[src/rtl/idxcfg_pkg.sv]
package idxcfg_pkg;
  localparam int unsigned BYTE_W  = 8;
  localparam int unsigned NUM_IDX = 16;
  localparam int unsigned NUM_DRV = 2;
  localparam int unsigned DRV_FIRST  = 3;
  localparam int unsigned DRV_STRIDE = 5;
  localparam int unsigned IDX_REV = 13;
  localparam int unsigned IDX_RAC = 14;

  typedef enum logic [1:0] {PORT_NONE, PORT_ID, PORT_PTR, PORT_DATA} port_e;

  function automatic logic [BYTE_W-1:0] wr_mask(input logic [3:0] idx);
    case (idx)
      4'd6, 4'd11:         wr_mask = 8'h87;
      4'd7, 4'd12, 4'd15:  wr_mask = 8'h07;
      4'd0, 4'd13, 4'd14:  wr_mask = 8'h00;
      default:             wr_mask = 8'hFF;
    endcase
  endfunction
endpackage

[src/rtl/idxcfg_decode.sv]
module idxcfg_decode
  import idxcfg_pkg::*;
#(
  parameter int unsigned ADDR_W = 12,
  parameter logic [ADDR_W-1:0] BASE0 = 12'h034,
  parameter logic [ADDR_W-1:0] BASE1 = 12'h0B4,
  parameter logic [ADDR_W-1:0] BASE2 = 12'hAD4,
  parameter int unsigned STRIDE = 4
) (
  input  logic [ADDR_W-1:0] addr,
  input  logic [1:0]        grp_sel,
  output port_e             port
);
  localparam logic [ADDR_W-1:0] OFS1 = ADDR_W'(STRIDE);
  localparam logic [ADDR_W-1:0] OFS2 = ADDR_W'(2 * STRIDE);

  logic [ADDR_W-1:0] base;
  logic              grp_on;

  always_comb begin
    grp_on = 1'b1;
    case (grp_sel)
      2'd0:    base = BASE0;
      2'd1:    base = BASE1;
      2'd2:    base = BASE2;
      default: begin base = BASE0; grp_on = 1'b0; end
    endcase
    port = PORT_NONE;
    if (grp_on) begin
      if (addr == base)              port = PORT_ID;
      else if (addr == base + OFS1)  port = PORT_PTR;
      else if (addr == base + OFS2)  port = PORT_DATA;
    end
  end
endmodule

[src/rtl/idxcfg_store.sv]
module idxcfg_store
  import idxcfg_pkg::*;
(
  input  logic                           clk,
  input  logic                           rst,
  input  logic                           wr_en,
  input  logic [3:0]                     wr_idx,
  input  logic [BYTE_W-1:0]              wr_data,
  output logic [NUM_IDX-1:0][BYTE_W-1:0] regs
);
  logic [BYTE_W-1:0] mem [NUM_IDX];

  always_ff @(posedge clk) begin
    if (rst) begin
      for (int i = 0; i < NUM_IDX; i++) mem[i] <= '0;
    end else if (wr_en) begin
      mem[wr_idx] <= wr_data & wr_mask(wr_idx);
    end
  end

  for (genvar i = 0; i < NUM_IDX; i++) begin : g_out
    assign regs[i] = mem[i];
  end

  AST_RO_WRITE_HOLD: assert property (@(posedge clk) disable iff (rst)
    (wr_en && (wr_idx == 4'd0 || wr_idx == 4'd13 || wr_idx == 4'd14)) |=> $stable(regs));
endmodule

[src/rtl/idx_cfg_port.sv]
module idx_cfg_port
  import idxcfg_pkg::*;
#(
  parameter int unsigned ADDR_W = 12,
  parameter logic [ADDR_W-1:0] BASE0 = 12'h034,
  parameter logic [ADDR_W-1:0] BASE1 = 12'h0B4,
  parameter logic [ADDR_W-1:0] BASE2 = 12'hAD4,
  parameter int unsigned STRIDE = 4,
  parameter logic [7:0] REV_ID = 8'h02,
  parameter logic [5:0] ID_HIGH = 6'b001100
) (
  input  logic              clk,
  input  logic              rst,
  input  logic [1:0]        base_sel,
  input  logic [1:0]        id_sel,
  input  logic [ADDR_W-1:0] bus_addr,
  input  logic              bus_rd,
  input  logic              bus_wr,
  input  logic [7:0]        bus_wdata,
  output logic [7:0]        bus_rdata,
  input  logic [7:0]        ra_count_in,
  output logic [7:0]        ctrl_bits,
  output logic [7:0]        byte_time,
  output logic [1:0][7:0]   drv_rd_time,
  output logic [1:0][7:0]   drv_wr_time,
  output logic [1:0][9:0]   drv_ra_count,
  output logic [1:0]        drv_ra_en,
  output logic [1:0][1:0]   drv_setup,
  output logic [2:0]        mode_bits
);
  port_e                         port;
  logic [BYTE_W-1:0]             ptr_q;
  logic                          ptr_in_range;
  logic                          store_we;
  logic [NUM_IDX-1:0][BYTE_W-1:0] regs;
  logic [BYTE_W-1:0]             rd_val;

  idxcfg_decode #(
    .ADDR_W(ADDR_W), .BASE0(BASE0), .BASE1(BASE1), .BASE2(BASE2), .STRIDE(STRIDE)
  ) u_decode (
    .addr(bus_addr), .grp_sel(base_sel), .port(port)
  );

  always_ff @(posedge clk) begin
    if (rst)                             ptr_q <= '0;
    else if (bus_wr && port == PORT_PTR) ptr_q <= bus_wdata;
  end

  assign ptr_in_range = (ptr_q < BYTE_W'(NUM_IDX));
  assign store_we     = bus_wr && (port == PORT_DATA) && ptr_in_range;

  idxcfg_store u_store (
    .clk(clk), .rst(rst), .wr_en(store_we), .wr_idx(ptr_q[3:0]),
    .wr_data(bus_wdata), .regs(regs)
  );

  always_comb begin
    case (port)
      PORT_ID:  rd_val = {ID_HIGH, id_sel};
      PORT_PTR: rd_val = ptr_q;
      PORT_DATA: begin
        if (!ptr_in_range)                      rd_val = '0;
        else if (ptr_q[3:0] == 4'(IDX_REV))     rd_val = REV_ID;
        else if (ptr_q[3:0] == 4'(IDX_RAC))     rd_val = ra_count_in;
        else                                    rd_val = regs[ptr_q[3:0]];
      end
      default:  rd_val = '0;
    endcase
  end

  always_ff @(posedge clk) begin
    if (rst)                              bus_rdata <= '0;
    else if (bus_rd && port != PORT_NONE) bus_rdata <= rd_val;
    else                                  bus_rdata <= '0;
  end

  assign ctrl_bits = regs[1];
  assign byte_time = regs[2];
  assign mode_bits = regs[15][2:0];

  for (genvar d = 0; d < NUM_DRV; d++) begin : g_drv
    localparam int unsigned B = DRV_FIRST + d * DRV_STRIDE;
    assign drv_rd_time[d]  = regs[B];
    assign drv_wr_time[d]  = regs[B+1];
    assign drv_ra_count[d] = {regs[B+3][1:0], regs[B+2]};
    assign drv_ra_en[d]    = regs[B+3][7];
    assign drv_setup[d]    = regs[B+4][1:0];
  end

  AST_RW_EXCLUSIVE: assert property (@(posedge clk) disable iff (rst)
    !(bus_rd && bus_wr));
  AST_IDLE_RDATA_ZERO: assert property (@(posedge clk) disable iff (rst)
    !(bus_rd && port != PORT_NONE) |=> bus_rdata == 8'h00);
  AST_ID_BYTE: assert property (@(posedge clk) disable iff (rst)
    (bus_rd && port == PORT_ID) |=> bus_rdata == {ID_HIGH, $past(id_sel)});
  AST_REV_BYTE: assert property (@(posedge clk) disable iff (rst)
    (bus_rd && port == PORT_DATA && ptr_q == 8'd13) |=> bus_rdata == REV_ID);
  AST_PTR_HOLD: assert property (@(posedge clk) disable iff (rst)
    !(bus_wr && port == PORT_PTR) |=> $stable(ptr_q));
  AST_NO_GROUP_DEAF: assert property (@(posedge clk) disable iff (rst)
    (base_sel == 2'd3) |-> port == PORT_NONE);
endmodule

[config.mk]
export PLATFORM = sky130hd
export DESIGN_NAME = idx_cfg_port
export DESIGN_NICKNAME = d
export VERILOG_FILES = /design/src/rtl/idxcfg_pkg.sv /design/src/rtl/idxcfg_decode.sv /design/src/rtl/idxcfg_store.sv /design/src/rtl/idx_cfg_port.sv
export SDC_FILE = /design/constraint.sdc
export NUM_CORES = 1
export LEC_CHECK = 0
export BUFFER_PORTS_ARGS = -buffer_cell sky130_fd_sc_hd__buf_2
export CAP_MARGIN = 5
export CELL_PAD_IN_SITES_DETAIL_PLACEMENT = 0
export CELL_PAD_IN_SITES_GLOBAL_PLACEMENT = 1
export CORE_ASPECT_RATIO = 1.2
export CORE_MARGIN = 2
export CORE_UTILIZATION = 49
export CTS_CLUSTER_SIZE = 8
export DETAILED_ROUTE_END_ITERATION = 16
export GPL_ROUTABILITY_DRIVEN = 0
export PLACE_DENSITY = 0.95
export SETUP_SLACK_MARGIN = 0.1
export SYNTH_ARGS = -nofsm -noshare
export SYNTH_HDL_FRONTEND = slang
export SYNTH_HIERARCHICAL = 1
export SYNTH_SLANG_ARGS = --single-unit
export TNS_END_PERCENT = 20
[constraint.sdc]
create_clock -name clk -period 5.6 [get_ports clk]
set_input_delay 1.12 -clock clk [delete_from_list [all_inputs] [get_ports clk]]
set_output_delay 1.12 -clock clk [all_outputs]
set_load 0.01 [all_outputs]
==> Word level (Yosys, flattened, before mapping) <==
Memory sizes are Yosys's and may differ from the RTL's. A register that Yosys moved wholly into a read port is not among the register bits.
Index checks and enable logic that the tools add are counted.
{ "totals": {"ram_bits": 128, "n_memories": 2, "in_bits": 36, "out_inout_bits": 85, "mem_bits_ro": 128, "register_bits": 16} }
{ "memory_table": {"columns": ["name", "words", "word_bits", "read_ports", "rd_clocked_by_memory_dff", "write_ports", "line", "text"], "rows": [
  ["(name not given)", 16, 8, 1, 1, 0, "idxcfg_pkg.sv:13", "case (idx)"],
  ["u_store.mem", 16, 8, 16, 0, 16, "idxcfg_store.sv:11", "logic [BYTE_W-1:0] mem [NUM_IDX];"]
]} }
{ "op_classes": {"muxes": 24, "bitwise_logic": 2, "n_eq_ne": 10, "n_reduce_logical": 9, "add_sub_neg": 2, "order_cmp": 2} }
{ "op_table": {"columns": ["op", "n"], "rows": [
  ["two-way mux 8 bit", 7],
  ["equality test 12 bit", 3],
  ["binary-select mux 8 bit (select 4 bit)", 1],
  ["case mux 12 bit (2 select lines)", 1],
  ["case mux 8 bit (3 select lines)", 1],
  ["adder 12 x 3 -> 12 bit (second input constant)", 1],
  ["adder 12 x 4 -> 12 bit (second input constant)", 1],
  ["two-way mux 4 bit", 3],
  ["AND 8 bit", 1],
  ["equality test 4 bit (second input constant)", 2],
  ["< comparator 8 x 5 -> 1 bit (second input constant)", 1],
  ["two-way mux 2 bit", 4],
  ["OR reduction 8 bit", 1],
  ["two-way mux 1 bit", 7],
  ["equality test 2 bit (second input constant)", 3],
  ["< comparator 4 x 5 -> 1 bit (second input constant)", 1],
  ["equality test 2 x 1 -> 1 bit (second input constant)", 2],
  ["logical AND 1 bit", 4],
  ["OR reduction 3 bit", 1],
  ["zero test 2 bit", 1],
  ["nonzero test 2 bit", 1],
  ["OR reduction 2 bit", 1],
  ["inverter 1 bit", 1]
]} }

==> Logic depth before layout (Yosys ltp) <==
Gate-level depths: netlist (run 1).
{ "depth": {"ltp_word": 16, "ltp_mapped": 12} }

==> Hierarchy <==
Netlist (run 1), hierarchy kept.
{ "by_module_without_submodules": {"columns": ["mod", "cells_each", "n_inst", "area_each_um2"], "rows": [
  ["idxcfg_store", 339, 1, 5212.5],
  ["idx_cfg_port", 193, 1, 1815.5],
  ["idxcfg_decode", 17, 1, 117.6]
]} }

==> Worst setup path before layout (run 1) <==
Ideal clock, no wire load.
{ "synth_path": {"path_type": "input to register", "startpoint": "input port base_sel[0]", "endpoint": "memory u_store.mem[11][0], enable pin", "path_stages": 11, "n_path_buf": 2, "arrival_time_ns": 3.194, "path_slack_ns": 2.032, "path_cell_list": "inv_1 ha_1 xor2_1 nand3_1 nor3_1 and3_1 and2_1 buf_4 buf_6 nand2_1 o21bai_1"} }
{ "synth_lines": {"columns": ["item", "line", "text"], "rows": [
  ["from (decl)", "idx_cfg_port.sv:14", "input logic [1:0] base_sel,"],
  ["to (decl)", "idxcfg_store.sv:11", null]
]} }

==> results_tabular.tex, run 1 <==
\begin{tabular}{lr}
\hline
Metric & Value \\
\hline
\multicolumn{2}{l}{\textbf{Status}} \\
\quad Outcome & complete, no violations \\
\multicolumn{2}{l}{\textbf{Clock tree}} \\
\quad \# Post-CTS Setup Buffers & 0 \\
\quad Cts-stage hold buffer count & 0 \\
\quad Clock Tree Root & sky130\_fd\_sc\_hd\_\_clkbuf\_16 \\
\quad Number of buffers on the longest clock path & 2 \\
\quad Number of clock sinks seen by CTS & 130 \\
\quad Clock buffers created by TritonCTS & 17 \\
\quad TritonCTS clock tree & yes \\
\quad Post-cts gate resize count & 0 \\
\quad Clock Latency Late Sink & 420 ps \\
\quad Clock transition at the registers of the reported paths & 60 ps \\
\quad Clock H-tree levels & 4 \\
\multicolumn{2}{l}{\textbf{Hold path}} \\
\quad Hold WC Path Type & register to register \\
\multicolumn{2}{l}{\textbf{Floorplanning}} \\
\quad Row count & 46 \\
\quad Number of top-level pins & 121 \\
\quad Core area & 13,200 um2 \\
\quad Starting Density & 50.4\% \\
\quad Die area & 14,600 um2 \\
\quad Die X & 111 um \\
\quad Chip height & 132 um \\
\multicolumn{2}{l}{\textbf{GRT}} \\
\quad Initial antenna violation count & 0 \\
\quad Global route overflow & 0 \\
\quad Via count of the first global-routing pass & 5,123 \\
\quad Maximum number of pins on one net before global-route repair & 60 \\
\quad Overall routing resource usage & 27.1\% \\
\quad Wire length of the first global-routing pass & 30,000 um \\
\multicolumn{2}{l}{\textbf{Route}} \\
\quad Detail-routed net length per standard cell & 24.4 um \\
\quad Total Wirelength & 20,000 um \\
\quad Total number of vias & 5,170 \\
\quad Router iterations before antenna repair & 6 \\
\quad Total DRC errors in the routed layout & 0 \\
\quad Number of vias per cell after detailed routing & 6.32 \\
\quad Post-route ant nets & 0 \\
\quad Starting DRT DRC Count & 991 \\
\multicolumn{2}{l}{\textbf{Timing}} \\
\quad Clock period minus final worst setup slack & 3980 ps \\
\quad Worst slew margin & 39.9\% \\
\quad Maximum achievable frequency & 252 MHz \\
\quad RSZ-0062 raised after global routing & false \\
\quad Worst Clk Skew & 6.59 ps \\
\quad Total negative slack for setup checks & 0 ps \\
\quad Number of pins exceeding their max-slew limit in the final report & 0 \\
\quad Ratio of final minimum period to clock period & 71.0\% \\
\quad Number of failing setup endpoints in the final timing report & 0 \\
\quad Count of final hold-check violations & 0 \\
\quad Slew of the pin with the lowest slew margin & 899 ps \\
\multicolumn{2}{l}{\textbf{Yosys}} \\
\quad Synthesized instance count & 528 \\
\quad Count of warnings emitted by yosys & 6 \\
\quad Synthesized area & 6680 um2 \\
\quad Synthesized area per cell & 12.6 um2 \\
\multicolumn{2}{l}{\textbf{Worst setup path}} \\
\quad Worst endpoint required time & 5690 ps \\
\quad CP Max Fanout & 12 \\
\quad Slowest cell on crit path & sky130\_fd\_sc\_hd\_\_nor2b\_1 \\
\quad Worst Setup Start Kind & primary input \\
\quad Cell family with the largest share of critical-path delay & simple AND/OR/NAND/NOR gates \\
\quad CP endpoint kind & register \\
\quad Critical Path, Cell by Cell & buf\_2, inv\_1, ha\_1, nor3\_1, o21ai\_1, nor3\_1, and3\_1, and2\_1, nor2b\_1, a21o\_1 \\
\quad Slowest Stage Delay on Critical Path & 560 ps \\
\quad Buf/Inv on CP & 2 \\
\quad Critical path class & primary input to register \\
\quad Cell type with the highest occurrence count on the critical path & sky130\_fd\_sc\_hd\_\_nor3\_1 \\
\quad Arrival time worst endpoint & 4060 ps \\
\multicolumn{2}{l}{\textbf{Cells and area}} \\
\quad Area overhead of the layout relative to synthesis & 18.0\% \\
\quad Finished Core Util & 59.5\% \\
\quad Antenna diode count & 0 \\
\quad Final net count & 682 \\
\quad Share of layout cells above drive strength 1 & 30.3\% \\
\multicolumn{2}{l}{\textbf{Placement}} \\
\quad Number of buffer cells added on primary ports & 120 \\
\quad HPWL reported at the end of detailed placement & 14,100 um \\
\multicolumn{2}{l}{\textbf{Pwr}} \\
\quad Peak supply drop & 0.000228 V \\
\quad PD cells & 298 nW/um2 \\
\quad Static leakage & 2.91 nW \\
\quad Final Total Pwr & 2.35 mW \\
\multicolumn{2}{l}{\textbf{Run}} \\
\quad Maximum Capacitance Violations & 0 \\
\hline
\end{tabular}
stage by stage:
step / hold WS [ps] / area [um2] / instances / worst slack, ps
finish: 478 / 7880 / 818 / 1620
global route: 497 / 7880 / 818 / 1310
CTS: 475 / 7880 / 818 / 1660
detailed placement: 467 / 7290 / 786 / 1260
global placement: 467 / 7290 / 786 / 1440
floorplan: 447 / 6730 / 541 / 2040
registers in the layout, indices dropped and copies added (netlist names):
register	cells
ptr_q	8
u_store/mem	114
bus_rdata	8
tightest hold or removal path: stages, from the launching register on:
cell and delay, ps:
sky130_fd_sc_hd__dfxtp_1 320, sky130_fd_sc_hd__nand2_1 60, sky130_fd_sc_hd__a21oi_1 50
layer usage:
| layer | GRT usage [%] | wire, um | vias up |
|---|---|---|---|
| li1 | - | - | 2236 |
| met1 | 32.2 | 7040 | 2507 |
| met2 | 46.1 | 10200 | 353 |
| met3 | 5.93 | 1800 | 74 |
| met4 | 14.7 | 940 | 0 |
| met5 | 0 | 0 | - |
final timing paths:
kind,startpoint,end,slack [ps],depth (start not counted)
worst max register to register,ptr_q[1],u_store/mem[8][5],2810,4
worst min-delay path,ptr_q[4],ptr_q[4],480,2
worst min register to register,ptr_q[4],ptr_q[4],480,2
worst max-delay path,base_sel[0],u_store/mem[1][4],1620,10
cell type report:
cell class	instances	area, um2
clock buffer	17	425
clock inverter	15	164
fill	1074	5360
inverter	9	33.8
multi-input combinational	354	2660
sequential	130	3750
tap	168	210
timing repair buffer	125	638
cell usage in the layout, fill, tap and decap left out, types with 6 or more instances in the layout:
cell type / count
sky130_fd_sc_hd__a211oi_1: 6
sky130_fd_sc_hd__a21oi_1: 14
sky130_fd_sc_hd__a31o_2: 12
sky130_fd_sc_hd__and2_1: 6
sky130_fd_sc_hd__and3_1: 17
sky130_fd_sc_hd__buf_2: 120
sky130_fd_sc_hd__clkbuf_16: 17
sky130_fd_sc_hd__conb_1: 14
sky130_fd_sc_hd__dfxtp_1: 13
sky130_fd_sc_hd__edfxtp_1: 114
sky130_fd_sc_hd__ha_1: 9
sky130_fd_sc_hd__inv_1: 9
sky130_fd_sc_hd__mux2i_1: 10
sky130_fd_sc_hd__mux4_1: 11
sky130_fd_sc_hd__mux4_2: 10
sky130_fd_sc_hd__nand2_1: 33
sky130_fd_sc_hd__nand2b_1: 18
sky130_fd_sc_hd__nand3_1: 19
sky130_fd_sc_hd__nand4bb_1: 6
sky130_fd_sc_hd__nor2_1: 36
sky130_fd_sc_hd__nor2b_1: 10
sky130_fd_sc_hd__nor3_1: 33
sky130_fd_sc_hd__nor3_2: 10
sky130_fd_sc_hd__nor4_1: 12
sky130_fd_sc_hd__nor4b_1: 6
sky130_fd_sc_hd__o21ai_0: 7
power breakdown:
group	total, mW	switching (mW)	internal (mW)
combinational	0.122	0.0750	0.0472
sequential	1.11	0.0228	1.09
clock	1.11	0.418	0.694
Note: power is estimated with default switching activity, not from simulation.
==> run 2, diff against run 1 <==
Settings changed: CORE_UTILIZATION 49 to 41, PLACE_DENSITY 0.95 to 0.87.
Clock period 5.6 ns to 3.55 ns, I/O delays scaled along.
==> results_tabular.tex, run 2 (same netlist as run 1, synthesis figures left out) <==
\begin{tabular}{lr}
\hline
Metric & Value \\
\hline
\multicolumn{2}{l}{\textbf{Placement}} \\
\quad Placed instance area & 7440 um2 (+2.0\%) \\
\quad Number of buffer cells added on primary ports & 120 (unchanged) \\
\quad HPWL reported at the end of detailed placement & 14,200 um (+0.35\%) \\
\multicolumn{2}{l}{\textbf{Timing}} \\
\quad Ratio of final minimum period to clock period & 81.5\% \\
\quad Number of pins exceeding their max-slew limit in the final report & 0 (unchanged) \\
\quad Slew of the pin with the lowest slew margin & 778 ps (-121 ps) \\
\quad Worst Clk Skew & 6.15 ps (-0.440 ps) \\
\quad Count of final hold-check violations & 0 (unchanged) \\
\quad RSZ-0062 raised after global routing & false \\
\quad Number of failing setup endpoints in the final timing report & 0 (unchanged) \\
\quad Clock period minus final worst setup slack & 2890 ps \\
\quad Maximum achievable frequency & 346 MHz \\
\quad Total negative slack for setup checks & 0 ps (unchanged) \\
\quad Worst slew margin & 48.1\% (+8.1 points) \\
\multicolumn{2}{l}{\textbf{Clock tree}} \\
\quad Clock H-tree levels & 4 (unchanged) \\
\quad TritonCTS clock tree & yes \\
\quad Clock Tree Root & sky130\_fd\_sc\_hd\_\_clkbuf\_16 \\
\quad Cts-stage hold buffer count & 0 (unchanged) \\
\quad Post-cts gate resize count & 0 (unchanged) \\
\quad Clock Latency Late Sink & 420 ps (about the same) \\
\quad Clock buffers created by TritonCTS & 17 (unchanged) \\
\quad \# Post-CTS Setup Buffers & 0 (unchanged) \\
\quad Number of buffers on the longest clock path & 2 (unchanged) \\
\quad Clock transition at the registers of the reported paths & 50 ps (about the same) \\
\quad Number of clock sinks seen by CTS & 130 (unchanged) \\
\multicolumn{2}{l}{\textbf{Floorplanning}} \\
\quad Number of top-level pins & 121 (unchanged) \\
\quad Die X & 120 um (+9.0\%) \\
\quad Core area & 16,100 um2 (+21\%) \\
\quad Row count & 51 (+11\%) \\
\quad Die area & 17,300 um2 (+19\%) \\
\quad Starting Density & 41.5\% (-8.9 points) \\
\quad Chip height & 144 um (+9.0\%) \\
\multicolumn{2}{l}{\textbf{Cells and area}} \\
\quad Registers with the highest flip-flop counts & u\_store/mem (114), bus\_rdata (8), ptr\_q (8) \\
\quad Max FFs per register & 114 (unchanged) \\
\quad Final net count & 694 (+1.8\%) \\
\quad Top library cells by usage in the layout, fill and taps aside & 120 x sky130\_fd\_sc\_hd\_\_buf\_2, 114 x sky130\_fd\_sc\_hd\_\_edfxtp\_1, 36 x sky130\_fd\_sc\_hd\_\_nor2\_1 \\
\quad Final standard cell area without fillers & 7990 um2 (+1.4\%) \\
\quad Number of fill cells & 1,459 (+36\%) \\
\quad Share of layout cells above drive strength 1 & 31.7\% (+1.4 points) \\
\quad Antenna diode count & 0 (unchanged) \\
\quad Largest register by flop count & u\_store/mem \\
\quad Most frequent standard cell in the layout excluding fill and tap cells & sky130\_fd\_sc\_hd\_\_buf\_2 \\
\quad Area overhead of the layout relative to synthesis & 19.7\% \\
\multicolumn{2}{l}{\textbf{Route}} \\
\quad Total DRC errors in the routed layout & 0 (unchanged) \\
\quad Detail-routed net length per standard cell & 22.5 um (-7.7\%) \\
\quad Number of vias per cell after detailed routing & 5.88 (-7.0\%) \\
\quad Total Wirelength & 19,700 um (-1.3\%) \\
\quad Total number of vias & 5,136 (-0.66\%) \\
\quad Router iterations before antenna repair & 5 (-1) \\
\quad Starting DRT DRC Count & 600 (-39\%) \\
\quad Post-route ant nets & 0 (unchanged) \\
\multicolumn{2}{l}{\textbf{Worst setup path}} \\
\quad Critical path class & primary input to register \\
\quad Worst setup slack for register-to-register paths & 810 ps (-2000 ps) \\
\quad CP endpoint kind & register \\
\quad Worst Setup Start Kind & primary input \\
\quad Worst endpoint required time & 3800 ps (-1890 ps) \\
\quad CP Max Fanout & 12 (unchanged) \\
\quad Arrival time worst endpoint & 3140 ps (-920 ps) \\
\multicolumn{2}{l}{\textbf{GRT}} \\
\quad Maximum number of pins on one net before global-route repair & 41 (-32\%) \\
\quad Initial antenna violation count & 0 (unchanged) \\
\quad Global route overflow & 0 (unchanged) \\
\quad Overall routing resource usage & 22.9\% (-4.2 points) \\
\quad Wire length of the first global-routing pass & 29,400 um (-2.2\%) \\
\quad Via count of the first global-routing pass & 5,118 (-0.098\%) \\
\multicolumn{2}{l}{\textbf{Pwr}} \\
\quad PD cells & 450 nW/um2 (+51\%) \\
\quad Peak supply drop & 0.000245 V (+7.5\%) \\
\quad Static leakage & 2.96 nW (+1.6\%) \\
\multicolumn{2}{l}{\textbf{Run}} \\
\quad Maximum Capacitance Violations & 0 (unchanged) \\
\multicolumn{2}{l}{\textbf{Hold path}} \\
\quad Hold WC Path Type & register to register \\
\multicolumn{2}{l}{\textbf{Status}} \\
\quad Outcome & complete, no violations \\
\hline
\end{tabular}
==> run 2: changes by cell type in the layout (fill, tap and decap cells not counted), sizes merged <==
cell and delta:
buf +12, bufinv -1, clkinvlp +1, clkbuf +3
inv -3
==> run 2: routing by layer <==
layer | vias to the layer above | part of all wire [%] | wire length (um) | global-route usage [%]
li1 | 2259 | - | - | -
met1 | 2500 | 38 | 7510 | 27.7
met2 | 320 | 50 | 9840 | 38.3
met3 | 57 | 8.0 | 1570 | 5.60
met4 | 0 | 4.0 | 781 | 11.3
met5 | - | 0 | 0 | 0
==> run 2: stage by stage <==
stage	power [mW]	instances	hold slack, ps	worst slack [ps]	util, %
after floorplan	1.87	541	447	397	-
after global placement	1.97	842	466	386	46.2
after detailed placement	1.98	842	470	301	46.2
after CTS	3.61	874	477	718	49.7
after global routing	3.70	874	506	490	49.7
final	3.60	874	485	656	49.7
==> run 2: area by class of cell <==
cell class | instances | area, um2 | area share [%]
clock buffers | 20 | 437 | 5.47
well taps | 212 | 265 | 3.32
repair buffers | 137 | 728 | 9.12
multi-input cells | 354 | 2660 | 33.3
flip-flops and latches | 130 | 3750 | 46.9
inverters | 9 | 33.8 | 0.423
clock inverters | 12 | 116 | 1.46
==> run 2: worst paths after layout <==
| check | start | to | cells past startpoint |
|---|---|---|---|
| max | base_sel[0] | u_store/mem[0][5] | 11 |
| max reg2reg | ptr_q[0] | u_store/mem[8][6] | 5 |
| min | ptr_q[6] | ptr_q[6] | 2 |
| min reg2reg | ptr_q[6] | ptr_q[6] | 2 |
==> run 2: where the power goes <==
part | internal (mW) | total [mW] | switching, mW
Clock | 1.02 | 1.65 | 0.627
Sequential | 1.72 | 1.76 | 0.0339
Combinational | 0.0767 | 0.196 | 0.120
Total | 2.82 | 3.60 | 0.781
==> run 2: worst max-delay path, cell delays in order <==
cell and delay [ps]:
sky130_fd_sc_hd__buf_2 90, sky130_fd_sc_hd__inv_1 50, sky130_fd_sc_hd__ha_1 240, sky130_fd_sc_hd__nor3_1 200, sky130_fd_sc_hd__o21ai_1 100, sky130_fd_sc_hd__nor3_1 280
sky130_fd_sc_hd__and3_1 280, sky130_fd_sc_hd__and2_1 230, sky130_fd_sc_hd__or3b_1 520, sky130_fd_sc_hd__buf_4 260, sky130_fd_sc_hd__nor3_2 190
==> run 3, diff against run 2 <==
Clock period 3.55 ns to 2.5 ns, I/O delays scaled along.
==> results_tabular.tex, run 3 (same netlist as run 1, synthesis figures left out) <==
\begin{tabular}{lr}
\hline
Metric & Value \\
\hline
\multicolumn{2}{l}{\textbf{Status}} \\
\quad Outcome & complete, no violations \\
\multicolumn{2}{l}{\textbf{Clock tree}} \\
\quad Clock Latency Late Sink & 430 ps (about the same) \\
\quad Clock Tree Root & sky130\_fd\_sc\_hd\_\_clkbuf\_16 \\
\quad Number of clock sinks seen by CTS & 130 (unchanged) \\
\quad TritonCTS clock tree & yes \\
\quad Clock buffers created by TritonCTS & 17 (unchanged) \\
\quad Number of buffers on the longest clock path & 2 (unchanged) \\
\quad Clock H-tree levels & 4 (unchanged) \\
\quad Clock transition at the registers of the reported paths & 60 ps (about the same) \\
\multicolumn{2}{l}{\textbf{Worst setup path}} \\
\quad Critical path class & primary input to register \\
\quad CP Max Fanout & 18 (+6) \\
\quad Launching instance or port of the critical path & base\_sel[0] \\
\quad Start of the worst register-to-register path & ptr\_q[1] \\
\quad Worst setup slack for register-to-register paths & 190 ps (-620 ps) \\
\quad Arrival time worst endpoint & 2590 ps (-550 ps) \\
\quad Worst reg-to-reg path cell count & 5 (unchanged) \\
\quad Worst Setup Start Kind & primary input \\
\quad Worst endpoint required time & 2740 ps (-1060 ps) \\
\quad CP endpoint kind & register \\
\quad Endpoint of the lowest-slack register-to-register path & u\_store/mem[10][4] \\
\multicolumn{2}{l}{\textbf{Floorplanning}} \\
\quad Chip height & 144 um (unchanged) \\
\quad Number of top-level pins & 121 (unchanged) \\
\quad Row count & 51 (unchanged) \\
\quad Starting Density & 41.5\% (unchanged) \\
\quad Die area & 17,300 um2 (unchanged) \\
\quad Core area & 16,100 um2 (unchanged) \\
\quad Die X & 120 um (unchanged) \\
\multicolumn{2}{l}{\textbf{Hold path}} \\
\quad Worst-case hold path end point & bus\_rdata[0] \\
\quad Beginning of the worst hold path & id\_sel[0] \\
\quad Hold WC Path Type & primary input to register \\
\quad Cell depth of the worst min-delay path & 3 (+1) \\
\multicolumn{2}{l}{\textbf{Pwr}} \\
\quad Internal power contribution & 4.43 mW (+57\%) \\
\quad Proportion of power drawn by combinational gates & 5.4\% (about the same) \\
\quad Sequential share of power & 44.5\% (-4.3 points) \\
\quad Peak supply drop & 0.000460 V (+88\%) \\
\quad Clock network fraction of total power & 50.1\% (+4.3 points) \\
\quad Static leakage & 3.21 nW (+8.4\%) \\
\quad Switching part of the total power & 21.0\% (-0.74 points) \\
\quad NetSw & 1.18 mW (+50\%) \\
\quad PD cells & 655 nW/um2 (+45\%) \\
\multicolumn{2}{l}{\textbf{Cells and area}} \\
\quad Most frequent standard cell in the layout excluding fill and tap cells & sky130\_fd\_sc\_hd\_\_buf\_2 \\
\quad Final net count & 718 (+3.5\%) \\
\quad Antenna diode count & 0 (unchanged) \\
\quad Top library cells by usage in the layout, fill and taps aside & 119 x sky130\_fd\_sc\_hd\_\_buf\_2, 114 x sky130\_fd\_sc\_hd\_\_edfxtp\_1, 38 x sky130\_fd\_sc\_hd\_\_buf\_4 \\
\quad Area used by sequential logic in the layout & 3750 um2 (unchanged) \\
\quad Area overhead of the layout relative to synthesis & 28.2\% \\
\quad Number of fill cells & 1,390 (-4.7\%) \\
\quad Registers with the highest flip-flop counts & u\_store/mem (114), bus\_rdata (8), ptr\_q (8) \\
\quad Multi-input combinational cell area & 2880 um2 (+8.1\%) \\
\quad Max FFs per register & 114 (unchanged) \\
\quad Finished Core Util & 53.2\% (+3.5 points) \\
\quad Share of layout cells above drive strength 1 & 37.8\% (+6.0 points) \\
\quad Largest register by flop count & u\_store/mem \\
\multicolumn{2}{l}{\textbf{Timing}} \\
\quad Slew of the pin with the lowest slew margin & 682 ps (-96.0 ps) \\
\quad Count of final hold-check violations & 0 (unchanged) \\
\quad Clock period minus final worst setup slack & 2350 ps \\
\quad Maximum achievable frequency & 426 MHz \\
\quad RSZ-0062 raised after global routing & true \\
\quad Number of pins exceeding their max-slew limit in the final report & 0 (unchanged) \\
\quad Worst hold slack across all endpoints & 396 ps (-89.0 ps) \\
\quad Number of failing setup endpoints in the final timing report & 0 (unchanged) \\
\quad Worst slew margin & 54.5\% (+6.5 points) \\
\quad Ratio of final minimum period to clock period & 93.9\% \\
\quad Worst Clk Skew & 11.3 ps (+5.19 ps) \\
\multicolumn{2}{l}{\textbf{Route}} \\
\quad Number of vias per cell after detailed routing & 5.85 (-0.40\%) \\
\quad Total Wirelength & 20,600 um (+4.3\%) \\
\quad Post-route ant nets & 0 (unchanged) \\
\quad Total number of vias & 5,256 (+2.3\%) \\
\quad Total DRC errors in the routed layout & 0 (unchanged) \\
\quad Router iterations before antenna repair & 5 (unchanged) \\
\quad Starting DRT DRC Count & 549 (-8.5\%) \\
\quad Detail-routed net length per standard cell & 22.9 um (+1.5\%) \\
\multicolumn{2}{l}{\textbf{GRT}} \\
\quad Initial antenna violation count & 0 (unchanged) \\
\quad Wire length of the first global-routing pass & 30,400 um (+3.4\%) \\
\quad Maximum number of pins on one net before global-route repair & 30 (-27\%) \\
\quad Global routing usage on met2 & 41.2\% (+2.9 points) \\
\quad Overall routing resource usage & 24.0\% (+1.1 points) \\
\quad Fraction of met1 tracks used by global routing & 28.3\% (+0.66 points) \\
\quad Busiest grt layer & met2 \\
\quad Via count of the first global-routing pass & 5,190 (+1.4\%) \\
\quad Global route overflow & 0 (unchanged) \\
\quad Global Route met3 Usage & 4.56\% (-1.0 points) \\
\multicolumn{2}{l}{\textbf{Placement}} \\
\quad HPWL reported at the end of detailed placement & 14,900 um (+5.2\%) \\
\quad Number of buffer cells added on primary ports & 120 (unchanged) \\
\multicolumn{2}{l}{\textbf{Run}} \\
\quad Maximum Capacitance Violations & 0 (unchanged) \\
\hline
\end{tabular}
run 3: cell types whose count changed in the layout (fill, tap and decap cells not counted), moves of 4 or more:
cell | previous run | this run
sky130_fd_sc_hd__buf_4 | 17 | 38
sky130_fd_sc_hd__bufinv_16 | 2 | 6
sky130_fd_sc_hd__buf_12 | 0 | 4
sky130_fd_sc_hd__a31o_4 | 0 | 7
sky130_fd_sc_hd__a31o_2 | 12 | 5
sky130_fd_sc_hd__nor4_2 | 0 | 4
sky130_fd_sc_hd__nor4_1 | 12 | 7
run 3: timing repair:
item / 4_1_cts / 5_1_grt
gates resized for setup: 1 / 14
buffers inserted: 0 / 2
pin swaps: 0 / 6
hold buffers: 0 / 0
endpoints found under the setup margin: 7 / 150
run 3: routing by layer:
metal  share of wire (%)  vias up
li1                    -     2316
met1                  37     2559
met2                  51      315
met3                 7.7       66
met4                 4.4        0
met5                   0        -
run 3: cell type report:
| cell class | instances | area share, % |
|---|---|---|
| Multi-Input combinational cell | 354 | 33.6 |
| Sequential cell | 130 | 43.8 |
| Inverter | 9 | 0.541 |
| Clock inverter | 15 | 2.78 |
| Timing Repair Buffer | 161 | 11.2 |
| Clock buffer | 17 | 4.97 |
| Tap cell | 212 | 3.10 |
run 3: critical path, stage by stage:
cell	delay, ps
sky130_fd_sc_hd__buf_4	130
sky130_fd_sc_hd__inv_12	30
sky130_fd_sc_hd__ha_4	260
sky130_fd_sc_hd__xor2_2	150
sky130_fd_sc_hd__nand3_1	110
sky130_fd_sc_hd__nor3_2	220
sky130_fd_sc_hd__and3_4	210
sky130_fd_sc_hd__and2_4	210
sky130_fd_sc_hd__or3b_4	410
sky130_fd_sc_hd__buf_12	170
sky130_fd_sc_hd__nor4_2	190
run 3: per-stage QoR:
| stage | instance area [um2] | instances | TNS, ps | power [mW] | setup slack, ps |
|---|---|---|---|---|---|
| after floorplan | 6890 | 541 | -3360 | 2.66 | -56.5 |
| after global placement | 7800 | 864 | -32760 | 2.83 | -275 |
| after detailed placement | 7800 | 864 | -43960 | 2.84 | -403 |
| after CTS | 8470 | 896 | 0 | 5.62 | 50.9 |
| after global routing | 8560 | 898 | 0 | 5.74 | 92.0 |
| final | 8560 | 898 | 0 | 5.61 | 153 |
run 3: worst max path at each step:
stage,cells past startpoint,endpoint
finish,11,u_store/mem[1][2]
global route,5,bus_rdata[2]
CTS,11,u_store/mem[3][1]
detailed placement,11,u_store/mem[3][0]
global placement,11,u_store/mem[1][2]
floorplan,11,u_store/mem[3][0]
run 3: power groups by stage:
stage / clock (mW) / combinational, mW / sequential [mW]
after floorplan: 0 / 0.122 / 2.54
after global placement: 0 / 0.294 / 2.53
after detailed placement: 0 / 0.299 / 2.54
after CTS: 2.83 / 0.301 / 2.49
after global routing: 2.91 / 0.324 / 2.50
final: 2.81 / 0.306 / 2.49
